--- config.mk ---
export PLATFORM = sky130hd
export DESIGN_NAME = vs_top_irq_report
export DESIGN_NICKNAME = d
export VERILOG_FILES = /design/src/rtl/vs_top_irq_report.sv
export SDC_FILE = /design/constraint.sdc
export NUM_CORES = 1
export LEC_CHECK = 0
export BUFFER_PORTS_ARGS = -buffer_cell sky130_fd_sc_hd__buf_4
export CAP_MARGIN = 20
export CORE_AREA = 2 2 112 114
export DETAILED_ROUTE_END_ITERATION = 8
export DIE_AREA = 0 0 114 116
export PLACE_DENSITY = 0.52
export SYNTH_ARGS = -nofsm -noshare
export SYNTH_HDL_FRONTEND = slang
export SYNTH_SLANG_ARGS = --single-unit
--- constraint.sdc ---
create_clock -name vclk -period 5.19
set_input_delay 1.038 -clock vclk [all_inputs]
set_output_delay 1.038 -clock vclk [all_outputs]
set_load 0.005 [all_outputs]
--- src/rtl/vs_top_irq_report.sv ---
module vs_top_irq_report #(
  parameter int NIRQ    = 64,
  parameter int IDW     = 12,
  parameter int PRW     = 8,
  parameter int SELW    = 6,
  parameter int OUTW    = 64,
  parameter int ID_LSB  = 16,
  parameter int EXT_POS = 9
) (
  input  logic [NIRQ-1:0] pend_i,
  input  logic [NIRQ-1:0] enbl_i,
  input  logic [NIRQ-1:0] deleg_i,
  input  logic            force_en_i,
  input  logic [IDW-1:0]  force_id_i,
  input  logic            dflt_rel_i,
  input  logic            prio_mode_i,
  input  logic [PRW-1:0]  force_prio_i,
  input  logic [SELW-1:0] guest_ext_sel_i,
  output logic [OUTW-1:0] top_o
);

  localparam int FIXN = 7;
  localparam int FIXL [FIXN] = '{11, 3, 7, 9, 1, 5, 13};
  localparam logic [PRW-1:0] PR_LOW = '1;
  localparam logic [IDW-1:0] EXT_ID = IDW'(EXT_POS);

  function automatic logic in_fixed(input int p);
    logic r;
    r = 1'b0;
    for (int k = 0; k < FIXN; k++)
      if (FIXL[k] == p) r = 1'b1;
    return r;
  endfunction

  logic [NIRQ-1:0] enab;
  logic [IDW-1:0]  win;
  logic            found;
  logic [PRW-1:0]  ext_pr;
  logic [IDW-1:0]  ident;
  logic [PRW-1:0]  pr;
  logic            zero_out;
  logic [OUTW-1:0] res;

  always_comb begin
    enab = (pend_i & enbl_i & deleg_i) >> 1;

    found = 1'b0;
    win   = '0;
    for (int k = 0; k < FIXN; k++)
      if (!found && enab[FIXL[k]]) begin
        win   = IDW'(FIXL[k]);
        found = 1'b1;
      end
    for (int i = 0; i < NIRQ; i++)
      if (!found && enab[i] && !in_fixed(i)) begin
        win   = IDW'(i);
        found = 1'b1;
      end

    ext_pr = (guest_ext_sel_i == '0 && force_id_i == EXT_ID && force_prio_i != '0)
             ? force_prio_i : PR_LOW;

    if (force_en_i) begin
      zero_out = !enab[EXT_POS] && force_id_i == EXT_ID;
      ident    = (enab[EXT_POS] && (force_id_i == EXT_ID || dflt_rel_i)) ? EXT_ID : force_id_i;
      pr       = (ident == EXT_ID) ? ext_pr
               : ((force_prio_i != '0 || !dflt_rel_i) ? force_prio_i : PR_LOW);
    end else begin
      zero_out = !found;
      ident    = win;
      pr       = (ident == EXT_ID) ? ext_pr : PR_LOW;
    end

    res = '0;
    if (!zero_out) begin
      res[ID_LSB +: IDW] = ident;
      res[PRW-1:0]       = prio_mode_i ? pr : PRW'(1);
    end
    top_o = res;

    AST_EMPTY_ZERO: assert (force_en_i || enab != '0 || res == '0);
    AST_WINNER_ENABLED: assert (force_en_i || enab == '0 || enab[res[ID_LSB +: IDW]]);
    AST_CONST_PRIO: assert (prio_mode_i || res == '0 || res[PRW-1:0] == PRW'(1));
    AST_SPARE_ZERO: assert ((res & ~({{(OUTW-IDW){1'b0}}, {IDW{1'b1}}} << ID_LSB) & ~OUTW'({PRW{1'b1}})) == '0);
    AST_EXT_OVERRIDE: assert (!(force_en_i && enab[EXT_POS] && (force_id_i == EXT_ID || dflt_rel_i))
                              || res[ID_LSB +: IDW] == EXT_ID);
    AST_FORCED_ABSENT: assert (!(force_en_i && !enab[EXT_POS] && force_id_i == EXT_ID) || res == '0);
  end

endmodule

==> results of run 1 <==
[cells in the mapped netlist (all sizes together) (2+ instances only)]
cell / instances / area [um2]
nand2: 27 / 101.4
a31oi: 8 / 50.05
o311ai: 2 / 17.52
and2: 10 / 62.56
a311oi: 2 / 17.52
nor3b: 2 / 15.01
nand4b: 2 / 17.52
o221ai: 2 / 17.52
or2: 4 / 25.03
nor2b: 6 / 37.54
nor3: 9 / 45.04
nand4: 9 / 56.30
a21boi: 3 / 22.52
nor2: 17 / 63.81
a41oi: 2 / 17.52
nor4: 15 / 153.9
nand3: 70 / 380.4
inv: 12 / 45.04
nand3b: 3 / 47.55
buf: 46 / 340.3
clkbuf: 3 / 11.26
a32oi: 2 / 17.52
a221oi: 4 / 35.03
nor4b: 4 / 35.03
nand2b: 3 / 18.77
and3: 12 / 85.08
a21oi: 22 / 110.1
o31ai: 3 / 22.52
a21o: 2 / 15.01
a211oi: 7 / 52.55
or4: 2 / 15.01
o21ai: 17 / 85.08
[cell families after synthesis]
group | synth area share (%)
simple gates | 55.80
compound gates | 25.54
buf+inv | 18.48
other cells | 0.1748
[layer usage]
metal	routed length (um)	vias up	share of wire (%)	GRT usage [%]
li1	-	1723	-	-
met2	5634	197	52	28.81
met4	36	0	0.34	0.4878
met5	0	-	0	0
met3	907	4	8.4	0.9937
met1	4166	1517	39	18.15
[per-stage QoR]
| step | area, um2 | setup WS (ns) |
|---|---|---|
| floorplan | 2307 | 1.341 |
| global placement | 3964 | 0.6689 |
| detailed placement | 3964 | 0.6665 |
| CTS | 3964 | 0.6584 |
| global route | 3964 | 0.4487 |
| finish | 3964 | 0.6770 |
[power breakdown]
| group | switching, mW | internal [mW] |
|---|---|---|
| Clock | 0 | 0 |
| Combinational | 0.134 | 0.172 |
| Sequential | 0 | 0 |
[area by class of cell]
type	count	share of cell area (%)
inverters	12	1.136
multi-input cells	327	48.20
well taps	147	4.640
repair buffers	243	46.02
[worst paths after layout]
kind / startpoint / end / slack [ns] / cells past startpoint
hold / removal: force_id_i[11] / top_o[27] / 2.37 / 3
setup / recovery: pend_i[9] / top_o[20] / 0.68 / 9
==> impl_metrics.tcl, run 1 <==
set metrics [dict create \
    port_buffers 238 \
    maxSlewViolCount 0 \
    final_net_count 805 \
    areaGrowthSynthToFinish_pct 84.72 \
    fmax_ghz 0.2216 \
    max-vdd-ir-drop_mv 0.02753 \
    track_usage_pct 14.58 \
    start_kind "primary input" \
    p_per_area_nw_per_um2 77.19 \
    start_util_pct 18.01 \
    core_area_um2 11910 \
    cts_resized 0 \
    hold_class "primary input to primary output" \
    final_cell_mix "buf_4, nand3_1, conb_1" \
    path_buf_inv 2 \
    ys_warn_count 0 \
    postRouteAntennaNets 0 \
    die_h_um 116 \
    cts_hold_buf 0 \
    num-fill-cells 1296 \
    final-setup-viol-count 0 \
    drt_first_pass_iters 5 \
    grt_setup_unrepaired "no" \
    die_w_um 114 \
    cp_slowest_cell "nor4b_1" \
    via_count 3441 \
    min_period_over_period_pct 86.96 \
    maxCapViolCount 0 \
    power.total_uw 306.0 \
    drt-total-wl_um 10750 \
    dp.cells 729 \
    rows 40 \
    seq_area_um2 0 \
    critical_path.max_fanout 5 \
    final_util_pct 33.28 \
    syn_avg_cell_area_um2 6.220 \
    crit_chain "buf_4 > nand3_1 > nand3_1 > nor4_4 > nand4_1 > nor4b_1 > nor4_1 > a211oi_1 > buf_4" \
    die_area_um2 13220 \
    postCtsSetupBuffers 0 \
    io_pins 285 \
    drc 0 \
    yosysUniqueCellTypes 53 \
    drive_gt1_share_pct 44.50 \
    final_common_cell "buf_4" \
    cp.required_ns 4.15 \
    final_hold_viol_count 0 \
    outcome "complete, no violations" \
    wire_per_inst_um 14.74 \
    p_leak_nw 1.998 \
    endpoint_kind "primary output" \
    tns_ns 0 \
    grt_max_degree 15 \
    drtIter0Drc 173 \
    diodes 0 \
    arrival_ns 3.48 \
    antenna_found_initial 0 \
    dpl.hpwl_um 9878 \
    cpLargestDelayFamily "simple AND/OR/NAND/NOR gates" \
    criticalPathCategory "primary input to primary output" \
    grt_pass1_vias 3326 \
    synth_cells 345 \
    holdWs_ns 2.367 \
    grt_overflow 0 \
    multi_input_area_um2 1911 \
    worst_pin_slew_ns 0.5856 \
    synth_area_um2 2146 \
    slew_headroom_pct 60.41 \
    place.gp.congestion 0.8467 \
    period_needed_ns 4.513 \
    avgViaCountPerCell 4.720 \
    max_stage_delay_ns 0.60 \
    n_sequential_cell 0 \
    nClkBuffers 0 \
    synth-seq-area-share_pct 0 \
    grt_first_pass_wirelength_um 15740 \
    stdcell_count 729 \
]
Power figures use the tool's default switching activity.
==> inputs of run 2 (changes only) <==
--- a/config.mk
+++ b/config.mk
@@ -10,7 +10,6 @@
 export CORE_AREA = 2 2 112 114
 export DETAILED_ROUTE_END_ITERATION = 8
 export DIE_AREA = 0 0 114 116
-export PLACE_DENSITY = 0.52
 export SYNTH_ARGS = -nofsm -noshare
 export SYNTH_HDL_FRONTEND = slang
 export SYNTH_SLANG_ARGS = --single-unit
==> impl_metrics.tcl, run 2 (same netlist as run 1, synthesis figures left out) <==
set metrics [dict create \
    cts_resized 0 \
    outcome "complete, no violations" \
    via_count 3452 \
    die_h_um 116 \
    cp_common_cell "buf_4" \
    hold_class "primary input to primary output" \
    grt_first_pass_wirelength_um 16010 \
    n_sequential_cell 0 \
    diodes 0 \
    worstHoldPathCells 3 \
    postCtsSetupBuffers 0 \
    io_pins 285 \
    wire_per_inst_um 15.03 \
    maxSlewViolCount 0 \
    grt_max_degree 12 \
    seq_area_um2 0 \
    criticalPathCategory "primary input to primary output" \
    fin_area_um2 3964 \
    power.total_uw 307.0 \
    max-vdd-ir-drop_mv 0.02503 \
    worst_pin_slew_ns 0.5994 \
    nClkBuffers 0 \
    rows 40 \
    slew_headroom_pct 59.54 \
    final-setup-viol-count 0 \
    hold_end "top_o[25]" \
    tns_ns 0 \
    setup_ws_ns 0.6730 \
    crit_chain "buf_4 > and3_1 > or2_1 > nor4_4 > nand4_1 > nor3_1 > nor4_1 > a221oi_1 > buf_4" \
    fmax_ghz 0.2214 \
    grt_overflow 0 \
    period_needed_ns 4.517 \
    start_kind "primary input" \
    antenna_found_initial 0 \
    final_common_cell "buf_4" \
    core_area_um2 11910 \
    drive_gt1_share_pct 44.50 \
    avgViaCountPerCell 4.735 \
    place_ws_ns 0.7195 \
    arrival_ns 3.48 \
    grt_pass1_vias 3291 \
    place.gp.congestion 0.8353 \
    final_hold_viol_count 0 \
    cp.required_ns 4.15 \
    holdWs_ns 2.360 \
    critical_path.max_fanout 6 \
    grt_setup_unrepaired "no" \
    max_stage_delay_ns 0.46 \
    min_period_over_period_pct 87.03 \
    p_per_area_nw_per_um2 77.45 \
    drc 0 \
    die_area_um2 13220 \
    track_usage_pct 14.96 \
    drt_first_pass_iters 4 \
    endpoint_kind "primary output" \
    p_leak_nw 1.998 \
    dpl.hpwl_um 10040 \
    start_util_pct 18.01 \
    postRouteAntennaNets 0 \
    port_buffers 238 \
    drtIter0Drc 167 \
    final_net_count 805 \
    placed_area_um2 3964 \
    hp-start "force_id_i[9]" \
    drt-total-wl_um 10960 \
    final_cell_mix "buf_4, nand3_1, conb_1" \
    maxCapViolCount 0 \
    cp_slowest_cell "nor3_1" \
    cts_hold_buf 0 \
    areaGrowthSynthToFinish_pct 84.72 \
    die_w_um 114 \
]
run 2: worst max-delay path, delay by kind of cell:
kind | cells | cell delay [ns]
AOI/OAI and AO/OA | 1 | 0.37
buffers and inverters | 2 | 0.29
and+or+nand+nor | 6 | 1.78
run 2: worst max-delay path by stage:
stage / from / endpoint / slack (ns) / depth (start not counted)
floorplan: deleg_i[15] / top_o[19] / 1.34 / 8
global placement: deleg_i[15] / top_o[19] / 0.70 / 9
detailed placement: pend_i[11] / top_o[19] / 0.72 / 9
CTS: pend_i[11] / top_o[19] / 0.70 / 9
global route: pend_i[11] / top_o[19] / 0.46 / 9
finish: deleg_i[15] / top_o[19] / 0.67 / 9
run 2: report_power, final:
| group | switching [mW] | leakage, nW | internal, mW |
|---|---|---|---|
| clock network | 0 | 0 | 0 |
| registers | 0 | 0 | 0 |
| logic | 0.136 | 2.00 | 0.171 |
run 2: final cells by class:
| type | count | area [um2] |
|---|---|---|
| multi-input combinational | 327 | 1911 |
| timing repair buffer | 243 | 1824 |
| fill | 1306 | 7948 |
| tap | 147 | 183.9 |
| inverter | 12 | 45.04 |
run 2: stage by stage:
step	cells	utilization (%)
finish	729	33.28
global route	729	33.28
CTS	729	33.28
detailed placement	729	33.28
global placement	729	33.28
floorplan	388	-
run 2: layer usage:
layer / vias up / share of wire (%) / wire (um) / GRT usage, %
met2: 180 / 54 / 5891 / 29.92
met3: 6 / 8.0 / 873 / 1.412
li1: 1723 / - / - / -
met4: 0 / 0.59 / 65 / 0.8130
met5: - / 0 / 0 / 0
met1: 1543 / 38 / 4130 / 17.97
==> inputs of run 3 (changes only) <==
--- a/config.mk
+++ b/config.mk
@@ -7,9 +7,10 @@
 export LEC_CHECK = 0
 export BUFFER_PORTS_ARGS = -buffer_cell sky130_fd_sc_hd__buf_4
 export CAP_MARGIN = 20
-export CORE_AREA = 2 2 112 114
+export CORE_AREA = 2 2 111 113
 export DETAILED_ROUTE_END_ITERATION = 8
-export DIE_AREA = 0 0 114 116
+export DIE_AREA = 0 0 113 115
+export PLACE_DENSITY_LB_ADDON = 0.05
 export SYNTH_ARGS = -nofsm -noshare
 export SYNTH_HDL_FRONTEND = slang
 export SYNTH_SLANG_ARGS = --single-unit
==> impl_metrics.tcl, run 3 (same netlist as run 1, synthesis figures left out) <==
set metrics [dict create \
    grt_overflow 0 \
    die_h_um 115 \
    grt_pass1_vias 3247 \
    diodes 0 \
    drt_first_pass_iters 6 \
    hold_class "primary input to primary output" \
    fmax_ghz 0.2259 \
    start_kind "primary input" \
    cts_hold_buf 0 \
    drtIter0Drc 109 \
    final_common_cell "buf_4" \
    nClkBuffers 0 \
    cp.required_ns 4.15 \
    final_hold_viol_count 0 \
    final_cell_mix "buf_4, nand3_1, conb_1" \
    track_usage_pct 14.29 \
    met2_usage_pct 28.78 \
    criticalPathCategory "primary input to primary output" \
    tns_ns 0 \
    areaGrowthSynthToFinish_pct 84.72 \
    core_area_um2 11810 \
    worst_pin_slew_ns 0.4909 \
    die_area_um2 13000 \
    maxSlewViolCount 0 \
    start_util_pct 18.17 \
    drive_gt1_share_pct 44.50 \
    power.total_uw 304.7 \
    grt_setup_unrepaired "no" \
    min_period_over_period_pct 85.28 \
    avgViaCountPerCell 4.645 \
    crit_start "pend_i[11]" \
    seq_area_um2 0 \
    grt_first_pass_wirelength_um 15410 \
    place_ws_ns 0.7473 \
    violations "design-rule violations" \
    slew_headroom_pct 66.81 \
    via_count 3386 \
    io_pins 285 \
    arrival_ns 3.39 \
    rows 40 \
    p_per_area_nw_per_um2 76.87 \
    hp-start "force_id_i[7]" \
    final_net_count 805 \
    postCtsSetupBuffers 0 \
    postRouteAntennaNets 0 \
    place.gp.congestion 0.7947 \
    antenna_found_initial 0 \
    dpl.hpwl_um 9463 \
    cts_resized 0 \
    p_leak_nw 1.998 \
    critical_path.max_fanout 9 \
    maxCapViolCount 0 \
    port_buffers 238 \
    final_util_pct 33.56 \
    wire_per_inst_um 14.10 \
    drt-total-wl_um 10280 \
    final-setup-viol-count 0 \
    die_w_um 113 \
    max-vdd-ir-drop_mv 0.01920 \
    drc 20 \
    holdWs_ns 2.362 \
    setup_ws_ns 0.7639 \
    busiest_layer "met2" \
    grt_max_degree 12 \
    period_needed_ns 4.426 \
    grt_use_met3_pct 1.160 \
    outcome "finished, violations left" \
    met1_usage_pct 17.35 \
    n_sequential_cell 0 \
    endpoint_kind "primary output" \
]
==> run 3: cell counts in the layout (fill, tap and decap cells not counted) <==
No cell type changed its count.
==> run 3: critical path: stages <==
cell	delay, ns
buf_4	0.11
nand3_1	0.15
nand3_1	0.25
nor4_4	0.45
nand4_1	0.35
buf_4	0.28
nor3_1	0.21
nor4_1	0.12
a211oi_1	0.26
buf_4	0.17
==> run 3: area by class of cell <==
cell class / count / area [um2]
fillers: 1355 / 7848
inverters: 12 / 45.04
multi-input cells: 327 / 1911
well taps: 147 / 183.9
repair buffers: 243 / 1824
==> run 3: layer usage <==
| layer | up-vias | part of all wire (%) |
|---|---|---|
| met1 | 1501 | 40 |
| met3 | 2 | 7.6 |
| met5 | - | 0 |
| met2 | 165 | 53 |
| li1 | 1718 | - |
| met4 | 0 | 0.20 |
==> run 3: path summary, 6_finish.rpt <==
kind / cells after the start / endpoint / slack (ns)
hold / removal: 3 / top_o[23] / 2.36
setup / recovery: 10 / top_o[18] / 0.76
==> run 3: report_power, final <==
group          internal (mW)  switching [mW]  total (mW)
clock network              0               0           0
logic                  0.172           0.133       0.305
registers                  0               0           0
total                  0.172           0.133       0.305
==> run 3: per-stage QoR <==
stage / std cells / cell area (um2)
after floorplan: 388 / 2307
after global placement: 729 / 3964
after detailed placement: 729 / 3964
after CTS: 729 / 3964
after global routing: 729 / 3964
final: 729 / 3964
